--- src/rtl/lamp_fault_supervisor.sv ---
module lamp_fault_supervisor #(
  parameter int CLKS_PER_TICK = 50000,
  parameter int SHORT_TICKS   = 1,
  parameter int MID_TICKS     = 10,
  parameter int LONG_TICKS    = 1600,
  parameter int REG_PULSES    = 32,
  parameter int FB_PULSES     = 8
) (
  input  logic       clk,
  input  logic       rst_n,
  input  logic       enable,
  input  logic       uvlo,
  input  logic       cur_min_lt_strike,
  input  logic       cur_min_lt_open,
  input  logic       cur_max_gt_high,
  input  logic       vol_max_gt_reg,
  input  logic       vol_max_gt_arc,
  input  logic       vol_min_lt_short,
  input  logic       comp_gt_high,
  input  logic       over_temp,
  input  logic       cur_pulse,
  input  logic       vol_pulse,
  input  logic       burst_ramp,
  output logic       drive_en,
  output logic       striking,
  output logic       shutdown,
  output logic [3:0] fault_cause
);
  localparam int PW = $clog2(CLKS_PER_TICK);
  localparam int TW = $clog2(LONG_TICKS + 1);
  localparam int RW = $clog2(REG_PULSES + 1);
  localparam int FW = $clog2(FB_PULSES + 1);

  localparam logic [3:0] C_NONE   = 4'd0;
  localparam logic [3:0] C_TEMP   = 4'd1;
  localparam logic [3:0] C_ARC    = 4'd2;
  localparam logic [3:0] C_STRIKE = 4'd3;
  localparam logic [3:0] C_OPEN   = 4'd4;
  localparam logic [3:0] C_SHORT  = 4'd5;
  localparam logic [3:0] C_COMP   = 4'd6;
  localparam logic [3:0] C_VCNT   = 4'd7;
  localparam logic [3:0] C_ICNT   = 4'd8;

  typedef enum logic [1:0] {S_IDLE, S_STRIKE, S_NORMAL, S_TRIP} state_t;

  state_t         state;
  logic [3:0]     cause, nxt_cause;
  logic [PW-1:0]  pre;
  logic           tick, burst_q, burst_edge;
  logic [RW-1:0]  vcnt;
  logic [FW-1:0]  icnt;
  logic [3:0]     t_cond, t_done;

  wire active    = enable & ~uvlo;
  wire in_strike = (state == S_STRIKE);
  wire in_normal = (state == S_NORMAL);
  wire live      = in_strike | in_normal;

  assign tick       = live && (pre == PW'(CLKS_PER_TICK - 1));
  assign burst_edge = burst_ramp & ~burst_q;

  always_ff @(posedge clk or negedge rst_n)
    if (!rst_n)                pre <= '0;
    else if (!live || tick)    pre <= '0;
    else                       pre <= pre + 1'b1;

  always_ff @(posedge clk or negedge rst_n)
    if (!rst_n) burst_q <= 1'b0;
    else        burst_q <= burst_ramp;

  assign t_cond = {in_normal & comp_gt_high,
                   in_normal & vol_min_lt_short,
                   in_normal & cur_min_lt_open,
                   in_strike};

  for (genvar i = 0; i < 4; i++) begin : g_tmr
    localparam int LIM = (i == 0) ? LONG_TICKS :
                         (i == 2) ? SHORT_TICKS : MID_TICKS;
    logic [TW-1:0] cnt;
    always_ff @(posedge clk or negedge rst_n)
      if (!rst_n)                           cnt <= '0;
      else if (!t_cond[i])                  cnt <= '0;
      else if (tick && cnt != TW'(LIM))     cnt <= cnt + 1'b1;
    assign t_done[i] = t_cond[i] && (cnt == TW'(LIM));
  end

  always_ff @(posedge clk or negedge rst_n)
    if (!rst_n)                                vcnt <= '0;
    else if (!in_normal || burst_edge)         vcnt <= '0;
    else if (vol_pulse && vol_max_gt_reg && vcnt != RW'(REG_PULSES))
                                               vcnt <= vcnt + 1'b1;

  always_ff @(posedge clk or negedge rst_n)
    if (!rst_n)                                icnt <= '0;
    else if (!in_normal || burst_edge)         icnt <= '0;
    else if (cur_pulse && cur_max_gt_high && icnt != FW'(FB_PULSES))
                                               icnt <= icnt + 1'b1;

  wire vcnt_done = in_normal && (vcnt == RW'(REG_PULSES));
  wire icnt_done = in_normal && (icnt == FW'(FB_PULSES));

  always_comb begin
    if      (over_temp)      nxt_cause = C_TEMP;
    else if (vol_max_gt_arc) nxt_cause = C_ARC;
    else if (t_done[0])      nxt_cause = C_STRIKE;
    else if (t_done[1])      nxt_cause = C_OPEN;
    else if (t_done[2])      nxt_cause = C_SHORT;
    else if (t_done[3])      nxt_cause = C_COMP;
    else if (vcnt_done)      nxt_cause = C_VCNT;
    else if (icnt_done)      nxt_cause = C_ICNT;
    else                     nxt_cause = C_NONE;
  end

  always_ff @(posedge clk or negedge rst_n)
    if (!rst_n) begin
      state <= S_IDLE;
      cause <= C_NONE;
    end else if (!active) begin
      state <= S_IDLE;
      cause <= C_NONE;
    end else begin
      case (state)
        S_IDLE:   state <= S_STRIKE;
        S_STRIKE, S_NORMAL:
          if (nxt_cause != C_NONE) begin
            state <= S_TRIP;
            cause <= nxt_cause;
          end else if (in_strike && !cur_min_lt_strike) begin
            state <= S_NORMAL;
          end
        default:  state <= S_TRIP;
      endcase
    end

  assign drive_en    = live;
  assign striking    = in_strike;
  assign shutdown    = (state == S_TRIP);
  assign fault_cause = cause;

  assert_latch_hold_R11: assert property (@(posedge clk) disable iff (!rst_n)
    (shutdown && enable && !uvlo) |=> (shutdown && !drive_en))
    else $error("latch released while enabled");

  assert_latch_clear_R11: assert property (@(posedge clk) disable iff (!rst_n)
    (!enable || uvlo) |=> (!shutdown && fault_cause == 4'd0 && !drive_en))
    else $error("latch not cleared");

  assert_arc_trip_R6: assert property (@(posedge clk) disable iff (!rst_n)
    (drive_en && vol_max_gt_arc && enable && !uvlo) |=> shutdown)
    else $error("arc did not trip");

  assert_temp_trip_R10: assert property (@(posedge clk) disable iff (!rst_n)
    (drive_en && over_temp && enable && !uvlo) |=> (shutdown && fault_cause == 4'd1))
    else $error("over-temperature did not trip");

  assert_cause_kept_R12: assert property (@(posedge clk) disable iff (!rst_n)
    (shutdown && enable && !uvlo) |=> $stable(fault_cause))
    else $error("cause overwritten");

  assert_strike_gate_R7: assert property (@(posedge clk) disable iff (!rst_n)
    ($rose(shutdown) && $past(striking)) |-> (fault_cause >= 4'd1 && fault_cause <= 4'd3))
    else $error("normal-only fault tripped while striking");

  assert_count_bound_R4: assert property (@(posedge clk) disable iff (!rst_n)
    (vcnt <= RW'(REG_PULSES)) && (icnt <= FW'(FB_PULSES)))
    else $error("pulse counter overran");
endmodule

--- config.mk ---
export PLATFORM = sky130hd
export DESIGN_NAME = lamp_fault_supervisor
export DESIGN_NICKNAME = d
export VERILOG_FILES = /design/src/rtl/lamp_fault_supervisor.sv
export SDC_FILE = /design/constraint.sdc
export NUM_CORES = 1
export LEC_CHECK = 0
export BUFFER_PORTS_ARGS = -buffer_cell sky130_fd_sc_hd__buf_2
export CORE_MARGIN = 4
export CORE_UTILIZATION = 38
export CTS_BUF_LIST = sky130_fd_sc_hd__clkbuf_8
export DETAILED_ROUTE_END_ITERATION = 6
export PLACE_DENSITY = 0.62
export SYNTH_ARGS = -nofsm -noshare
export SYNTH_HDL_FRONTEND = slang
export SYNTH_SLANG_ARGS = --single-unit
--- constraint.sdc ---
create_clock -name clk -period 4.3 [get_ports clk]
set_clock_uncertainty 0.1 [all_clocks]
set_input_delay 1.29 -clock clk [delete_from_list [all_inputs] [get_ports clk]]
set_output_delay 1.29 -clock clk [all_outputs]
set_load 0.05 [all_outputs]
**Yosys cells after proc, flatten, opt, wreduce, memory -nomap -nowiden**

Cells that the tools add are included.

- Add/sub/neg operators: 7
- $mul: 0
- Divide/modulo/power cells: 0
- $lt $le $gt $ge: 0
- Equal/unequal tests: 23
- Shifts and indexed selects: 0
- Mux-type cells: 28
- Bitwise gates (word level): 8
- Reductions and logical operators: 27

Operator list:

| kind | number |
|---|---|
| $mux 11 | 8 |
| $mux 4 | 13 |
| $add 11x1->11 const B | 4 |
| $eq 11x4->1 const B | 2 |
| $ne 11x4->1 const B | 2 |
| $add 16x1->16 const B | 1 |
| $eq 16x16->1 const B | 1 |
| $logic_and 1x1->1 | 16 |
| $mux 16 | 1 |
| $mux 6 | 2 |
| $ne 2x1->1 const B | 6 |
| $eq 11x1->1 const B | 1 |
| $eq 11x11->1 const B | 1 |
| $ne 11x1->1 const B | 1 |
| $ne 11x11->1 const B | 1 |
| $ne 4x4->1 const B | 2 |
| $add 6x1->6 const B | 1 |
| $eq 6x6->1 const B | 1 |
| $mux 2 | 3 |
| $ne 6x6->1 const B | 1 |
| $and 1x1->1 | 5 |
| $add 4x1->4 const B | 1 |
| $eq 2x2->1 const B | 2 |
| $eq 4x4->1 const B | 1 |
| other kinds (11) | 16 |

- Flip-flop bits (word level): 77
- Bits in latches: 0
- Memory bits (writable): 0
- ROM bits: 0
- Bits of input ports: 15
- Output and inout bits: 7
- Word-level logic and storage cells: 103
- Memories: 0

**Logic depth before layout (Yosys ltp)**

Gate-level depths: netlist (run 1).

- Depth after elaboration: 14
- Mapped depth: 8
- Mapped depth without buffers: 7

**Worst setup path after synthesis (run 1)**

No wires, ideal clock.

- Kind: input to register
- Start point: input vol_pulse
- End point: register vcnt[5]
- Library setup time: 0.081 ns
- Arrival time: 2.274 ns
- Data required time: 4.119 ns
- Path slack: 1.845 ns
- Cell stages on the path: 5
- Path buffers: 0
- Path through: nand2_1 > a31oi_1 > nand2_1 > or3_1 > a21oi_1

- Longest elaborated chain between the ends: 3

RTL lines:

| what | line | text |
|---|---|---|
| start, declared | 22 | `input logic vol_pulse,` |
| $logic_and 1x1->1 (2 in series) | 90 | `else if (vol_pulse && vol_max_gt_reg && vcnt != RW'(REG_PULSES))` |
| $reduce_bool 2->1 (no line) | n/a |  |
| end signal, assigned | 91 | `vcnt <= vcnt + 1'b1;` |
| end, declared | 50 | `logic [RW-1:0] vcnt;` |

Every way passes these cells.
A chain may end at the register's enable or synchronous reset.

**Final worst setup path (run 1)**

- Start point: register state[1]
- End point: output striking

- Longest elaborated chain between the ends: 1

RTL lines:

| what | line | text |
|---|---|---|
| start, declared | 46 | `state_t state;` |
| start signal, assigned | 116 | `state <= S_IDLE;` |
| start signal, assigned | 119 | `state <= S_IDLE;` |
| start signal, assigned | 123 | `S_IDLE: state <= S_STRIKE;` |
| $eq 2x1->1 | 55 | `wire in_strike = (state == S_STRIKE);` |
| end, declared | 25 | `output logic striking,` |

Every way passes these cells.

==> flow_summary.ini, run 1 <==
[drt]
routedWlPerCell_microns = 14.2
drc = 0
dr_total_vias = 3396
dr.first_iter.drc_count = 143
drt_first_pass_iters = 4
detail-route-antenna-nets = 0
wirelength_microns = 8830
viasPerCell = 5.47

[logic_synthesis]
synth_seq_cells = 77
yosys_warnings = 0
syn_avg_cell_area_sq_um = 9.33
synthTopCellsByArea = dfrtp_1 (45%), ha_1 (5.3%), nor2_1 (4.9%)
synth_top_area_share_pct = 45.5
async_reset_ff_share_pct = 100
synth_cell_types = 49
syn_area_sq_um = 4240
netlist_instances = 454
synth_enable_flop_cells = 0
yosysSeqAreaShare_pct = 45.5
syn_nets = 487
synth_area_leader_cell = dfrtp_1
ys.flop_type = dfrtp_1

[clock_tree]
clk_pin_slew_worst_paths_ns = 0.08
cts_tree = built
cts_setup_buffers = 0
cts.sinks = 77
cts_resized = 0
cts_inserted_buffers = 9
clkLatencyLatePin_ns = 0.37
cts_root_buf = clkbuf_8
cts_buffer_depth = 2
hold_buffers = 0
h-tree-depth = 3

[worst_setup_path]
cp_max_fo = 9
crit_path_end_kind = output port
endpoint = striking
path_cells = inv_1, ha_1, buf_2
cpMaxStageDelayCell = dfrtp_1
max_stage_delay_ns = 0.43
arrival_ns = 1.57
worstSetupPathType = flip-flop to output port
r2r_end = fault_cause[0]$_DFFE_PN0P_
rr_startpoint = state[0]$_DFFE_PN0P_
required_ns = 2.91
startpoint_type = flip-flop
ff2ff_setup_slack_ns = 1.65
r2r_cells = 7
crit_start = state[1]$_DFFE_PN0P_

[timing]
fmax_mhz = 338
hold_viol = 0
slew_violations = 0
min_period_ns = 2.96
finalSetupViolations = 0
slew_headroom_pct = 33.9
period_share_pct = 68.8
rsz0062_at_grt = no
layout_setup_ws_ns = 1.34
tightest_slew_ns = 0.992
setup-tns-final_ns = 0

[min_path]
hold_path_class = flip-flop to flip-flop

[job]
max_cap_violations = 0

[power_and_ir_drop]
peakVddDrop_uv = 165
power.density_nw_per_um2 = 288
p_leak_nw = 1.90

[cells_and_area]
final_cell_mix = dfrtp_1 (77), nor2_1 (55), nand2_1 (28), nand4_1 (26), inv_1 (25)
syn2layout_area_growth_pct = 10.1
ff_latch_area_sq_um = 1930
num-fill-cells = 1094
multiInputGateArea_sq_um = 2160
diodes = 0
final_nets = 509
drive_gt1_share_pct = 9.15
layout.cells.most_common = dfrtp_1

[grt]
grt_usage_pct = 14.9
grt_max_degree = 78
antenna_found_initial = 0
grt_pass1_vias = 3251
grt.overflow.total = 0
grt_pass1_wl_microns = 15500

[placement]
dpl.hpwl_microns = 6100
gp_congestion = 0.779
io_buffers = 21
pre_cts_ws_ns = 1.37

[floorplan]
rows = 38
start_util_pct = 38.9
die_y_microns = 114
fp.dieW_microns = 114
core_area_sq_um = 10900
die_area_sq_um = 12900
num_io_pins = 22

[run_status]
status = finished clean
==> worst min-delay path by stage <==
stage,start,end,slack (ns),depth (start not counted)
3_5_place_dp,pre[0]$_DFF_PN0_,pre[0]$_DFF_PN0_,0.35,1
2_1_floorplan,pre[0]$_DFF_PN0_,pre[0]$_DFF_PN0_,0.33,1
4_1_cts,pre[0]$_DFF_PN0_,pre[0]$_DFF_PN0_,0.36,1
6_report,pre[0]$_DFF_PN0_,pre[0]$_DFF_PN0_,0.36,1
5_1_grt,pre[0]$_DFF_PN0_,pre[0]$_DFF_PN0_,0.40,1
3_3_place_gp,pre[0]$_DFF_PN0_,pre[0]$_DFF_PN0_,0.34,1
==> worst max-delay path, delay by kind of cell, from the launching register on <==
family	cells	cell delay [ns]
adder cells (fa/ha/maj)	1	0.34
flip-flops	1	0.43
buffers and inverters	2	0.43
==> sequential cells by signal, indices dropped and copies added (netlist names) <==
register / cells
fault_cause: 4
burst_q: 1
g_tmr.cnt: 44
pre: 16
icnt: 4
state: 2
vcnt: 6
==> cell families after synthesis <==
group                      synth area share (%)
DFF                                        45.5
muxes                                     0.975
buffers and inverters                      3.60
adders and majority gates                  5.32
and+or+nand+nor                            26.9
AOI/OAI and AO/OA                          10.3
xor gates and xnor gates                   7.44
==> synth_stat cells (8+ instances only) <==
cell type and number:
dfrtp_1 77, nor2_1 55, nand2_1 28, nand4_1 26, inv_1 25, a21oi_1 24
xnor2_1 22, or3_1 20, ha_1 18, o21ai_0 18, nand3_1 16, xor2_1 14
nor4_1 9, and3_1 8, clkbuf_1 8
==> power breakdown <==
group          internal, mW  switching (mW)
combinational        0.0218          0.0638
clock                 0.229           0.296
sequential            0.728         0.00376
total                 0.978           0.364
==> area by class of cell <==
class	count	share of cell area (%)
well taps	140	3.76
inverters	26	2.09
repair buffers	23	2.63
multi-input cells	339	46.2
clock inverters	6	0.993
flip-flops and latches	77	41.3
clock buffers	10	2.95
==> through the flow <==
stage	power, mW	instances	hold slack, ns	instance area [sq um]	util, %
2_1_floorplan	0.796	454	0.325	4240	-
3_3_place_gp	0.832	605	0.343	4480	41.1
3_5_place_dp	0.834	605	0.351	4480	41.1
4_1_cts	1.36	621	0.363	4660	42.8
5_1_grt	1.40	621	0.398	4660	42.8
6_report	1.34	621	0.360	4660	42.8
==> metal layers <==
layer  routed length (microns)  GRT usage, %  part of all wire (%)
met3                       496          5.52                   5.6
met4                       126          4.09                   1.4
met5                         0             0                     0
met2                      4030          22.7                    46
met1                      4180          20.0                    47
Note: power is estimated with default switching activity, not from simulation.
==> run 2: changes to the inputs <==
==> constraint.sdc (replaced) <==
create_clock -name clk -period 2.9 [get_ports clk]
set_clock_uncertainty 0.1 [all_clocks]
set_input_delay 0.87 -clock clk [delete_from_list [all_inputs] [get_ports clk]]
set_output_delay 0.87 -clock clk [all_outputs]
set_load 0.05 [all_outputs]
==> flow_summary.ini, run 2 (same netlist as run 1, synthesis figures left out) <==
[floorplan]
fp.dieW_microns = 114
die_area_sq_um = 12900
num_io_pins = 22
start_util_pct = 38.9
rows = 38
core_area_sq_um = 10900
die_y_microns = 114

[power_and_ir_drop]
p_leak_nw = 1.96
peakVddDrop_uv = 272
power.density_nw_per_um2 = 462
power_mw = 2.20

[cells_and_area]
layout.cells.most_common = dfrtp_1
final_nets = 514
final_cell_mix = dfrtp_1 (77), nor2_1 (55), nand2_1 (28), inv_1 (26), nand4_1 (26)
final_area_sq_um = 4770
diodes = 0
largest_reg_flops = 44
regMostFlops = g_tmr.cnt
drive_gt1_share_pct = 9.88
largestRegisters = g_tmr.cnt (44), pre (16), vcnt (6)
syn2layout_area_growth_pct = 12.6
fin_util_pct = 43.8

[min_path]
hold_path_class = input pin to async pin

[worst_setup_path]
ff2ff_setup_slack_ns = 0.42
crit_buf_inv = 2
cp_max_fo = 13
worstSetupPathType = flip-flop to output port
max_stage_delay_ns = 0.50
startpoint_type = flip-flop
r2r_end = g_tmr[0].cnt[9]$_DFFE_PN0P_
crit_path_end_kind = output port
path_cells = inv_1, ha_1, buf_2
arrival_ns = 1.71
cpMaxStageDelayCell = ha_1
required_ns = 1.93
r2r_cells = 5
crit_family = adder cells
rr_startpoint = pre[13]$_DFF_PN0_

[placement]
dpl.hpwl_microns = 6490
io_buffers = 21
gp_congestion = 0.804
placed_area_sq_um = 4530

[timing]
rsz0062_at_grt = no
holdWs_ns = 0.329
min_period_ns = 2.68
setup-tns-final_ns = 0
fmax_mhz = 373
tightest_slew_ns = 0.700
slew_headroom_pct = 53.1
hold_viol = 0
slew_violations = 0
finalSetupViolations = 0
period_share_pct = 92.4

[grt]
grt_pass1_vias = 3294
grt_max_degree = 35
grt.overflow.total = 0
antenna_found_initial = 0
grt_usage_pct = 14.9
grt_pass1_wl_microns = 15600

[clock_tree]
cts_tree = built
clk_pin_slew_worst_paths_ns = 0.08
cts_resized = 0
clkLatencyLatePin_ns = 0.36
cts_inserted_buffers = 9
cts.sinks = 77
cts_root_buf = clkbuf_8
cts_setup_buffers = 0
h-tree-depth = 3
cts_buffer_depth = 2
hold_buffers = 0

[drt]
dr.first_iter.drc_count = 182
detail-route-antenna-nets = 0
drt_first_pass_iters = 5
wirelength_microns = 8830
routedWlPerCell_microns = 14.1
dr_total_vias = 3378
viasPerCell = 5.40
drc = 0

[run_status]
status = finished clean

[job]
max_cap_violations = 0
run 2: worst max path at each step:
stage                         startpoint                           to  slack [ns]  cells past startpoint
finish              state[0]$_DFFE_PN0P_                     drive_en        0.22                      3
global route        state[0]$_DFFE_PN0P_                     drive_en        0.08                      3
CTS                 state[1]$_DFFE_PN0P_                     drive_en        0.18                      3
detailed placement     pre[13]$_DFF_PN0_  g_tmr[0].cnt[7]$_DFFE_PN0P_        0.41                      5
global placement        vol_min_lt_short   fault_cause[3]$_DFFE_PN0P_        0.51                      6
floorplan           state[1]$_DFFE_PN0P_         state[0]$_DFFE_PN0P_        0.54                      7
run 2: layout make-up:
class / count / area, sq um
inverters: 26 / 97.6
flip-flops and latches: 77 / 1930
fillers: 1021 / 6120
clock buffers: 9 / 124
well taps: 140 / 175
clock inverters: 7 / 115
multi-input cells: 339 / 2160
repair buffers: 28 / 173
run 2: per-layer routing:
layer	up-vias	global-route usage [%]	routed length [microns]
met5	-	0	0
met4	0	3.85	91
met3	8	4.88	432
met2	65	23.2	4070
met1	1627	20.1	4230
li1	1678	-	-
run 2: stage by stage:
step                      std cells  setup WS [ns]
after floorplan                 454          0.539
after detailed placement        610          0.408
final                           626          0.220
after CTS                       626          0.178
after global routing            626         0.0774
after global placement          610          0.509
run 2: where the power goes:
group / internal, mW / switching, mW / leakage, nW
Combinational: 0.0401 / 0.0969 / 0.766
Clock: 0.568 / 0.411 / 0.121
Sequential: 1.08 / 0.00564 / 1.07
Total: 1.69 / 0.513 / 1.96
==> run 3: changes to the inputs <==
--- a/config.mk
+++ b/config.mk
@@ -6,11 +6,14 @@
 export NUM_CORES = 1
 export LEC_CHECK = 0
 export BUFFER_PORTS_ARGS = -buffer_cell sky130_fd_sc_hd__buf_2
+export CORE_ASPECT_RATIO = 0.6
 export CORE_MARGIN = 4
 export CORE_UTILIZATION = 38
 export CTS_BUF_LIST = sky130_fd_sc_hd__clkbuf_8
+export CTS_CLUSTER_DIAMETER = 60
 export DETAILED_ROUTE_END_ITERATION = 6
 export PLACE_DENSITY = 0.62
+export REMOVE_ABC_BUFFERS = 1
 export SYNTH_ARGS = -nofsm -noshare
 export SYNTH_HDL_FRONTEND = slang
 export SYNTH_SLANG_ARGS = --single-unit
==> flow_summary.ini, run 3 (same netlist as run 1, synthesis figures left out) <==
[run_status]
status = finished clean

[floorplan]
core_area_sq_um = 10700
fp.dieW_microns = 144
start_util_pct = 39.6
num_io_pins = 22
die_y_microns = 89.8
die_area_sq_um = 13000
rows = 29

[clock_tree]
cts_buffer_depth = 2
clk_pin_slew_worst_paths_ns = 0.07
cts_root_buf = clkbuf_8
cts_resized = 0
h-tree-depth = 3
clkLatencyLatePin_ns = 0.35
cts.sinks = 77
cts_inserted_buffers = 9
cts_tree = built
cts_setup_buffers = 0
hold_buffers = 0

[worst_setup_path]
r2r_cells = 7
cp_max_fo = 9
startpoint_type = flip-flop
path_cells = inv_1, ha_1, buf_2
ff2ff_setup_slack_ns = 0.55
rr_startpoint = pre[0]$_DFF_PN0_
cpMaxStageDelayCell = ha_1
arrival_ns = 1.71
crit_path_end_kind = output port
worstSetupPathType = flip-flop to output port
max_stage_delay_ns = 0.51
required_ns = 1.93
r2r_end = g_tmr[0].cnt[9]$_DFFE_PN0P_

[drt]
viasPerCell = 5.41
routedWlPerCell_microns = 14.9
wirelength_microns = 9280
drc = 0
dr.first_iter.drc_count = 241
detail-route-antenna-nets = 0
dr_total_vias = 3376
drt_first_pass_iters = 4

[min_path]
hold_path_class = flip-flop to flip-flop
hold_end = pre[0]$_DFF_PN0_
min_from = pre[0]$_DFF_PN0_
worstHoldPathCells = 1

[cells_and_area]
diodes = 0
regMostFlops = g_tmr.cnt
final_nets = 514
largest_reg_flops = 44
layout.cells.most_common = dfrtp_1
drive_gt1_share_pct = 9.28
syn2layout_area_growth_pct = 10.6
largestRegisters = g_tmr.cnt (44), pre (16), vcnt (6)
fin_util_pct = 43.8
final_cell_mix = dfrtp_1 (77), nor2_1 (55), inv_1 (28), nand2_1 (28), nand4_1 (26)
num-fill-cells = 1021

[power_and_ir_drop]
p_leak_nw = 1.93
power_mw = 1.91
peakVddDrop_uv = 180
power.density_nw_per_um2 = 407

[placement]
dpl.hpwl_microns = 6840
gp_congestion = 0.791
io_buffers = 21

[timing]
finalSetupViolations = 0
tightest_slew_ns = 0.684
setup-tns-final_ns = 0
slew_headroom_pct = 54.1
rsz0062_at_grt = no
min_period_ns = 2.68
fmax_mhz = 372
period_share_pct = 92.6
slew_violations = 0
hold_viol = 0

[grt]
grt_usage_pct = 15.1
antenna_found_initial = 0
grt.overflow.total = 0
grt_pass1_vias = 3116
grt_max_degree = 39
grt_pass1_wl_microns = 15700

[job]
max_cap_violations = 0
run 3: changes by cell type in the layout (fill, tap and decap cells not counted):
cell,change
bufinv_16,-3
clkinvlp_4,-1
clkbuf_8,+1
clkinv_2,+1
clkinv_4,-1
inv_1,+2
run 3: per-stage QoR:
stage | setup WS, ns | instance area [sq um] | hold slack [ns] | instances
after floorplan | 0.250 | 4180 | 0.325 | 442
after CTS | 0.173 | 4690 | 0.361 | 624
after global placement | 0.600 | 4530 | 0.337 | 609
after detailed placement | 0.551 | 4530 | 0.351 | 609
final | 0.215 | 4690 | 0.358 | 624
after global routing | 0.0983 | 4690 | 0.381 | 624
run 3: how the worst max path moves through the flow:
stage | depth (start not counted) | to | slack, ns | startpoint
5_1_grt | 3 | drive_en | 0.1 | state[0]$_DFFE_PN0P_
6_report | 3 | drive_en | 0.22 | state[0]$_DFFE_PN0P_
2_1_floorplan | 5 | g_tmr[0].cnt[7]$_DFFE_PN0P_ | 0.25 | state[0]$_DFFE_PN0P_
4_1_cts | 3 | drive_en | 0.17 | state[0]$_DFFE_PN0P_
3_5_place_dp | 6 | state[0]$_DFFE_PN0P_ | 0.55 | vol_min_lt_short
3_3_place_gp | 6 | fault_cause[3]$_DFFE_PN0P_ | 0.60 | vol_min_lt_short
run 3: cell type report:
cell class | count | area (sq um) | share of cell area, %
Tap cell | 139 | 174 | 3.71
Inverter | 26 | 97.6 | 2.08
Clock buffer | 10 | 138 | 2.94
Timing Repair Buffer | 28 | 173 | 3.68
Sequential cell | 77 | 1930 | 41.1
Clock inverter | 5 | 21.3 | 0.454
Multi-Input combinational cell | 339 | 2160 | 46.0
run 3: where the power goes:
group	internal [mW]	switching (mW)	total (mW)
clock	0.317	0.368	0.686
sequential	1.08	0.00573	1.09
combinational	0.0379	0.0995	0.137
run 3: critical path: cells and delay by family (launching register included):
kind	cells	cell delay, ns
buf+inv	2	0.43
flops	1	0.43
fa+ha+maj	1	0.51
run 3: layer usage:
| metal | vias up | track usage (%) | share of wire, % |
|---|---|---|---|
| met5 | - | 0 | 0 |
| met4 | 0 | 3.34 | 0.66 |
| met3 | 6 | 4.29 | 5.2 |
| met2 | 72 | 19.7 | 39 |
| met1 | 1615 | 24.2 | 55 |
| li1 | 1683 | - | - |
